## src/rtl/dacw_pkg.sv

```systemverilog
package dacw_pkg;

  typedef enum logic [1:0] {
    PM_ACTIVE  = 2'b00,
    PM_PD_5K   = 2'b01,
    PM_PD_100K = 2'b10,
    PM_FLOAT   = 2'b11
  } pmode_t;

  // One-hot select vector {float, 100k, 5k, active} from the mode field
  function automatic logic [3:0] pd_decode(input logic [1:0] mode);
    return 4'b0001 << mode;
  endfunction

endpackage

```

## src/rtl/dacw_sync.sv

```systemverilog
module dacw_sync #(
  parameter int             W       = 1,
  parameter int             STAGES  = 2,
  parameter logic [W-1:0]   RST_VAL = '0
) (
  input  logic         clk,
  input  logic         rst_n,
  input  logic [W-1:0] d,
  output logic [W-1:0] q
);

  logic [W-1:0] stage_q [STAGES];

  always_ff @(posedge clk or negedge rst_n) begin
    if (!rst_n) begin
      for (int i = 0; i < STAGES; i++) stage_q[i] <= RST_VAL;
    end else begin
      stage_q[0] <= d;
      for (int i = 1; i < STAGES; i++) stage_q[i] <= stage_q[i-1];
    end
  end

  assign q = stage_q[STAGES-1];

endmodule

```

## src/rtl/dacw_frame.sv

```systemverilog
module dacw_frame #(
  parameter int FRAME_BITS   = 16,
  parameter int PAYLOAD_BITS = 14
) (
  input  logic                    clk,
  input  logic                    rst_n,
  input  logic                    sync_s,
  input  logic                    sclk_s,
  input  logic                    din_s,
  output logic                    commit,
  output logic                    armed,
  output logic [PAYLOAD_BITS-1:0] payload
);

  localparam int CNT_W = $clog2(FRAME_BITS + 1);
  localparam logic [CNT_W-1:0] LAST = CNT_W'(FRAME_BITS - 1);

  logic                    sclk_d, sync_d, armed_q;
  logic [CNT_W-1:0]        cnt_q;
  logic [PAYLOAD_BITS-2:0] shreg_q;
  logic                    sclk_fall, sync_fall, shift_en;

  assign sclk_fall = sclk_d & ~sclk_s;
  assign sync_fall = sync_d & ~sync_s;
  assign shift_en  = armed_q & ~sync_s & sclk_fall;
  assign commit    = shift_en & (cnt_q == LAST);
  // Leading don't-care bits simply fall off the top of the shorter register
  assign payload   = {shreg_q, din_s};
  assign armed     = armed_q;

  always_ff @(posedge clk or negedge rst_n) begin
    if (!rst_n) begin
      sclk_d  <= 1'b0;
      sync_d  <= 1'b1;
      armed_q <= 1'b0;
      cnt_q   <= '0;
      shreg_q <= '0;
    end else begin
      sclk_d <= sclk_s;
      sync_d <= sync_s;
      if (sync_s) begin
        armed_q <= 1'b0;
        cnt_q   <= '0;
        shreg_q <= '0;
      end else if (sync_fall) begin
        armed_q <= 1'b1;
        cnt_q   <= '0;
        shreg_q <= '0;
      end else if (shift_en) begin
        shreg_q <= payload[PAYLOAD_BITS-2:0];
        if (commit) begin
          armed_q <= 1'b0;
          cnt_q   <= '0;
        end else begin
          cnt_q <= cnt_q + 1'b1;
        end
      end
    end
  end

endmodule

```

## src/rtl/dacw_regs.sv

```systemverilog
module dacw_regs
  import dacw_pkg::*;
#(
  parameter int CODE_BITS = 12
) (
  input  logic                 clk,
  input  logic                 rst_n,
  input  logic                 commit,
  input  logic [CODE_BITS+1:0] payload,
  output logic [CODE_BITS-1:0] code,
  output logic [1:0]           mode,
  output logic                 update_pulse,
  output logic [3:0]           selects
);

  logic [CODE_BITS-1:0] code_q;
  pmode_t               mode_q;
  logic                 pulse_q;

  always_ff @(posedge clk or negedge rst_n) begin
    if (!rst_n) begin
      code_q  <= '0;
      mode_q  <= PM_ACTIVE;
      pulse_q <= 1'b0;
    end else begin
      pulse_q <= commit;
      if (commit) begin
        code_q <= payload[CODE_BITS-1:0];
        mode_q <= pmode_t'(payload[CODE_BITS +: 2]);
      end
    end
  end

  assign code         = code_q;
  assign mode         = mode_q;
  assign update_pulse = pulse_q;
  assign selects      = pd_decode(mode_q);

endmodule

```

## src/rtl/dacw_serial_front.sv

```systemverilog
module dacw_serial_front #(
  parameter int FRAME_BITS  = 16,
  parameter int CODE_BITS   = 12,
  parameter int SYNC_STAGES = 2
) (
  input  logic                 clk,
  input  logic                 rst_n,
  input  logic                 sync_n,
  input  logic                 sclk,
  input  logic                 sdin,
  output logic [CODE_BITS-1:0] dac_code,
  output logic [1:0]           pwr_mode,
  output logic                 core_en,
  output logic                 pd_pull_5k,
  output logic                 pd_pull_100k,
  output logic                 pd_float,
  output logic                 update_pulse
);

  localparam int PAYLOAD_BITS = CODE_BITS + 2;

  logic [2:0]              pins_s;
  logic                    sync_s, sclk_s, din_s;
  logic                    commit_w, armed_w;
  logic [PAYLOAD_BITS-1:0] payload_w;
  logic [3:0]              sel_w;

  dacw_sync #(.W(3), .STAGES(SYNC_STAGES), .RST_VAL(3'b100)) u_sync (
    .clk(clk), .rst_n(rst_n), .d({sync_n, sclk, sdin}), .q(pins_s)
  );

  assign sync_s = pins_s[2];
  assign sclk_s = pins_s[1];
  assign din_s  = pins_s[0];

  dacw_frame #(.FRAME_BITS(FRAME_BITS), .PAYLOAD_BITS(PAYLOAD_BITS)) u_frame (
    .clk(clk), .rst_n(rst_n), .sync_s(sync_s), .sclk_s(sclk_s), .din_s(din_s),
    .commit(commit_w), .armed(armed_w), .payload(payload_w)
  );

  dacw_regs #(.CODE_BITS(CODE_BITS)) u_regs (
    .clk(clk), .rst_n(rst_n), .commit(commit_w), .payload(payload_w),
    .code(dac_code), .mode(pwr_mode), .update_pulse(update_pulse), .selects(sel_w)
  );

  assign core_en      = sel_w[0];
  assign pd_pull_5k   = sel_w[1];
  assign pd_pull_100k = sel_w[2];
  assign pd_float     = sel_w[3];

endmodule

```

## config.mk

```make
export PLATFORM = sky130hd
export DESIGN_NAME = dacw_serial_front
export DESIGN_NICKNAME = d
export VERILOG_FILES = /design/src/rtl/dacw_pkg.sv /design/src/rtl/dacw_sync.sv /design/src/rtl/dacw_frame.sv /design/src/rtl/dacw_regs.sv /design/src/rtl/dacw_serial_front.sv
export SDC_FILE = /design/constraint.sdc
export NUM_CORES = 1
export LEC_CHECK = 0
export BUFFER_PORTS_ARGS = -buffer_cell sky130_fd_sc_hd__buf_2
export CORE_ASPECT_RATIO = 0.8
export CORE_MARGIN = 2
export CORE_UTILIZATION = 51
export CTS_CLUSTER_DIAMETER = 150
export CTS_CLUSTER_SIZE = 30
export DETAILED_ROUTE_END_ITERATION = 7
export HOLD_SLACK_MARGIN = 0.12
export PLACE_DENSITY = 0.77
export SYNTH_ARGS = -nofsm -noshare
export SYNTH_HDL_FRONTEND = slang
export SYNTH_SLANG_ARGS = --single-unit
```

## constraint.sdc

```tcl
create_clock -name clk -period 2 [get_ports clk]
set_input_delay 0 -clock clk [delete_from_list [all_inputs] [get_ports clk]]
set_output_delay 0 -clock clk [all_outputs]
set_load 0.01 [all_outputs]
```

### Word level (Yosys, flattened, before mapping)

Index checks and enable logic that the tools add are counted.

* add/sub/neg operators: 1
* $mul: 0
* div/mod/pow operators: 0
* order comparisons: 0
* equal/unequal tests: 1
* shifts and indexed selects: 1
* muxes and demuxes: 11
* bitwise logic cells: 7
* reductions and logical operators: 3

Operator list (count)
* 13-bit 2-to-1 mux: 3
* 5-bit 2-to-1 mux: 4
* 3-bit nonzero test: 2
* 5-bit by 1-bit adder with 5-bit output (second input constant): 1
* 1-bit bitwise AND: 5
* 5-bit by 4-bit equality test with 1-bit output (second input constant): 1
* 1-bit 2-to-1 mux: 4
* 1-bit by 2-bit << shifter with 4-bit output (first input constant): 1
* 1-bit inverter: 2
* 2-bit AND reduction: 1

* flip-flop bits (word level): 42
* latch bits: 0
* RAM bits: 0
* memory bits (read-only): 0
* bits of input ports: 5
* word-level logic and storage cells: 34
* memories kept: 0

### Logic depth before layout (Yosys ltp)

* depth after elaboration: 8
* mapped depth: 5

### Modules after synthesis

Synthesis repeated with hierarchy kept, for this count alone.

* cell total of the unflattened synthesis: 107
* area total of the unflattened synthesis: 1626.6 µm²

By module, submodules not included
* dacw_frame: times used 1, cells each 64, area an instance 884.6 µm², seq. area each 526.8 µm²
* dacw_regs: times used 1, cells each 34, area an instance 566.8 µm², seq. area each 375.4 µm²
* dacw_sync: times used 1, cells each 9, area an instance 175.2 µm², seq. area each 152.6 µm²

### Worst setup path before layout

Ideal clock, no wire load.

* path type: register -> register
* from: reg u_frame.cnt_q[0]
* to: reg u_regs.code_q[10] (netlist: u_regs.code[10])
* library setup time: 0.125 ns
* arrival: 1.351 ns
* data required time: 1.875 ns
* slack: 0.524 ns
* cell stages (with the launch flop): 6
* path buffers: 1
* clock period less this slack: 1.476 ns
* path through: dfrtp_1 ha_1 nand4b_4 nor2_4 buf_12 mux2_4

* cells in the longest elaborated chain, start to end: 2

RTL lines
* start, declared: line dacw_frame.sv:19 `logic [CNT_W-1:0] cnt_q;`
* start signal, assigned: line dacw_frame.sv:55 `cnt_q <= cnt_q + 1'b1;`
* 5-bit by 4-bit equality test with 1-bit output: line dacw_frame.sv:26 `assign commit = shift_en & (cnt_q == LAST);`
* 1-bit bitwise AND: line dacw_frame.sv:26
* via commit_w: line dacw_serial_front.sv:24 `logic commit_w, armed_w;`
* end signal, assigned: line dacw_regs.sv:28 `code_q <= payload[CODE_BITS-1:0];`
* end, declared: line dacw_regs.sv:16 `logic [CODE_BITS-1:0] code_q;`

The timed path passes the listed nets, and every way through them passes these cells.
A chain may end at the register's enable or synchronous reset.

### Worst setup path in the final report

* from: reg u_frame.cnt_q[0]
* to: reg u_regs.code_q[5] (netlist: u_regs.code[5])

* cells in the longest elaborated chain, start to end: 2

RTL lines (line)
* 5-bit by 4-bit equality test with 1-bit output: dacw_frame.sv:26
* 1-bit bitwise AND: dacw_frame.sv:26

Every way passes these cells.

==> summary.md <==
| Metric | Value |
|---|---|
| Via density | `around 5.2` |
| Grt met2 use | `between 20 and 30%` |
| Largest net degree at the start of global routing | `43` |
| Layout cell share with drive strength beyond 1 | `32.7%` |
| Slowest CP cell | `dfrtp_1` |
| Setup TNS | `0 ps` |
| Worst Min Path Start | `sclk` |
| Core Area | `3130 um^2` |
| Seq/Total Area, Yosys | `between 60% and 70%` |
| Final cell count without fillers | `approximately 200` |
| Diodes inserted | `0` |
| Crit-path cells | `ha_1 > nand4b_4 > nor2_4 > buf_4 > mux2_4` |
| Setup violators final | `0` |
| Pwr Total | `about 1.6 mW` |
| Post-Synthesis Net Count | `roughly 140` |
| Synth cell count leaders | `dfrtp_1, nand2_1, a21oi_1, mux2_4, mux2_2` |
| Yosys reg bits | `42` |
| Top-area cell type share of the netlist area | `between 50% and 60%` |
| WP data required | `around 2200 ps` |
| Rows | `18` |
| Fin crit share | `between 80 and 90%` |
| Slowest stage delay, CP | `about 420 ps` |
| DIE HEIGHT | `approximately 56 um` |
| Area contributors post-synth | `dfrtp_1, mux2_4, nand2_1, a21oi_1, dfstp_2` |
| Fmax | `between 500 and 600 MHz` |
| Fin util | `roughly 63%` |
| Hpwl dp | `between 1500 and 2000 um` |
| Main combinational cell family by area after synthesis | `simple AND/OR/NAND/NOR gates` |
| Area Overhead vs Synth | `15.8%` |
| DP Cell Count | `190` |
| Area leader, netlist | `dfrtp_1` |
| Die Span X | `68.4 um` |
| RR Startpoint | `u_frame.cnt_q[0]` |
| Top_reg_cell synth | `dfrtp_1` |
| DRC viols | `0` |
| Most numerous cell in the Yosys netlist | `dfrtp_1` |
| Global Route met1 Usage | `about a fifth` |
| Clock Path Buffers | `2` |
| Path type of the worst min-delay path | `primary input to register` |
| Cells after synthesis | `between 100 and 150` |
| Async set-or-reset flop fraction in the synthesized netlist | `100%` |
| Setup crit start kind | `register` |
| Tot GR Track Use | `17.2%` |
| TritonCTS Buffers | `5` |
| H-tree depth | `2` |
| Worst Tran Pin Value | `888 ps` |
| Synth Area in Simple Gates | `between 10% and 20%` |
| Post-synth EDFFs | `0` |
| Post-CTS Setup Repair Bufs | `0` |
| Io pins | `24` |
| Peak supply drop | `around 560 uV` |
| Proportion of synthesized area in mux cells | `a little under an eighth` |
| Met3 Resource Use GR | `5.50%` |
| Fillers | `258` |
| Fin. Hold Viols | `0` |
| Synthesized area | `1690 um^2` |
| Vias | `around 1,100` |
| Grt peak-use layer | `met2` |
| CP arrival | `between 1500 and 2000 ps` |
| Total Wirelength | `around 2800 um` |
| Status | `finished, final reports clean` |
| Critical path class | `register to register` |
| Die area | `approximately 3800 um^2` |
| Post-CTS sizing | `0` |
| Crit-path leading delay family | `flip-flops` |
| Buf/Inv on CP | `1` |
| GRT overflow | `0` |
| Number of DRC markers in iteration 0 | `35` |
| CTS root buffer | `clkbuf_8` |
| GPL Wtd Cong | `~0.85` |
| Compound-Gate Fraction of Synth Area | `under 10%` |
| Slew Limit Headroom | `between 40% and 50%` |
| Maximum fanout along the worst path | `9` |
| Final Critical Period | `roughly 1700 ps` |
| Setup Skew | `about 6.8 ps` |
| Synth Area in Adders | `0.740%` |
| Final Slew Violations | `0` |
| Drt pass-1 iters | `4` |
| Power per Cell Area | `793 nW/um^2` |
| ANT nets after route | `0` |
| Starting density of the core | `between 50% and 60%` |
| # port buffers | `23` |
| Post-synthesis xor/xnor area fraction | `0%` |
| Clock sinks | `42` |
| Leakage | `between 0.9 and 1 nW` |
| CTS tree | `yes` |
| # nets final | `around 170` |
| RSZ-0062 raised after global routing | `false` |
| Cell variety after synth | `29` |
| Routed length per instance | `13.9 um` |
| Synthesized area per cell | `about 13 um^2` |
| Clock latency on the worst-skew pair | `~290 ps` |
| Initial antenna violation count | `0` |
| Crit path from | `u_frame.cnt_q[0]` |
| First-pass GRT wire length | `between 4000 and 5000 um` |
| Maxcap violations | `0` |
| CP endpoint kind | `register` |
| Number of global-route vias before repair | `roughly 1,000` |
| Yosys synthesis warning count | `0` |
| Clock transition at the registers of the reported paths | `approximately 70 ps` |
registers in the layout, summed over array words and instances, names as in the netlist:
name and flops:
u_frame.cnt_q 5, u_frame.sclk_d 1, u_regs.update_pulse 1, u_frame.armed 1, u_frame.sync_d 1, u_sync.stage_q 3
u_regs.mode 2, u_regs.code 12, u_frame.shreg_q 13, u_sync.q 3
final timing paths:
kind / endpoint / slack, ps / cells after the start
min in group asynchronous: u_regs.code[8] / 370 / 2
min reg2reg: u_sync.q[0] / 360 / 0
max reg2reg: u_regs.code[5] / 270 / 5
min: u_sync.stage_q[4] / 350 / 2
max: u_regs.code[5] / 270 / 5
max in group asynchronous: u_frame.armed / 1080 / 2
cell families (layout without fill, tap and decap cells):
kind of cell,after synthesis,in the layout
AOI/OAI and AO/OA,21,21
adders and majority gates,1,1
buffers and inverters,9,39
DFF,42,42
muxes,14,14
and+or+nand+nor,45,45
per-stage QoR:
step	instance area, um^2	hold slack (ps)	setup slack (ps)
floorplan	1690	-296	524
global placement	1810	108	382
detailed placement	1810	107	274
CTS	1960	336	257
global route	1960	341	169
finish	1960	349	269
placed cells by master, fill, tap and decap left out, types with 3 or more instances in the layout:
cell type      count
dlygate4sd3_1      4
a21oi_1           17
dfrtp_1           39
nand2_1           30
mux2_2             5
buf_2             23
dfstp_2            3
mux2_4             9
clkbuf_8           5
worst register-to-register path: stages, from the launching register on:
cell      delay, ps
dfrtp_1         420
ha_1            240
nand4b_4        160
nor2_4          240
buf_4           250
mux2_4          320
routing by layer:
layer / vias to the layer above / part of all wire, % / wire length [um]
met4: 0 / 2.1 / 58
met5: - / 0 / 0
met3: 8 / 3.9 / 109
met2: 23 / 48 / 1360
li1: 502 / - / -
met1: 526 / 46 / 1280
layout make-up:
type | count | area, um^2 | area share, %
sequential | 42 | 1050 | 53.9
multi-input combinational | 81 | 569 | 29.1
timing repair buffer | 29 | 170 | 8.69
clock buffer | 7 | 76.3 | 3.90
tap | 40 | 50.0 | 2.56
clock inverter | 1 | 30.0 | 1.53
inverter | 2 | 7.51 | 0.383
repair_timing:
item | in CTS | in global routing
hold buffers | 4 | 0
endpoints found under the hold margin | 42 | 0
endpoints found under the setup margin | 0 | 0
where the power goes:
part / leakage (nW) / internal [mW] / switching [mW]
clock: 0.0524 / 0.373 / 0.268
sequential: 0.564 / 0.861 / 0.00706
combinational: 0.341 / 0.0137 / 0.0286
Note: power is estimated with default switching activity, not from simulation.
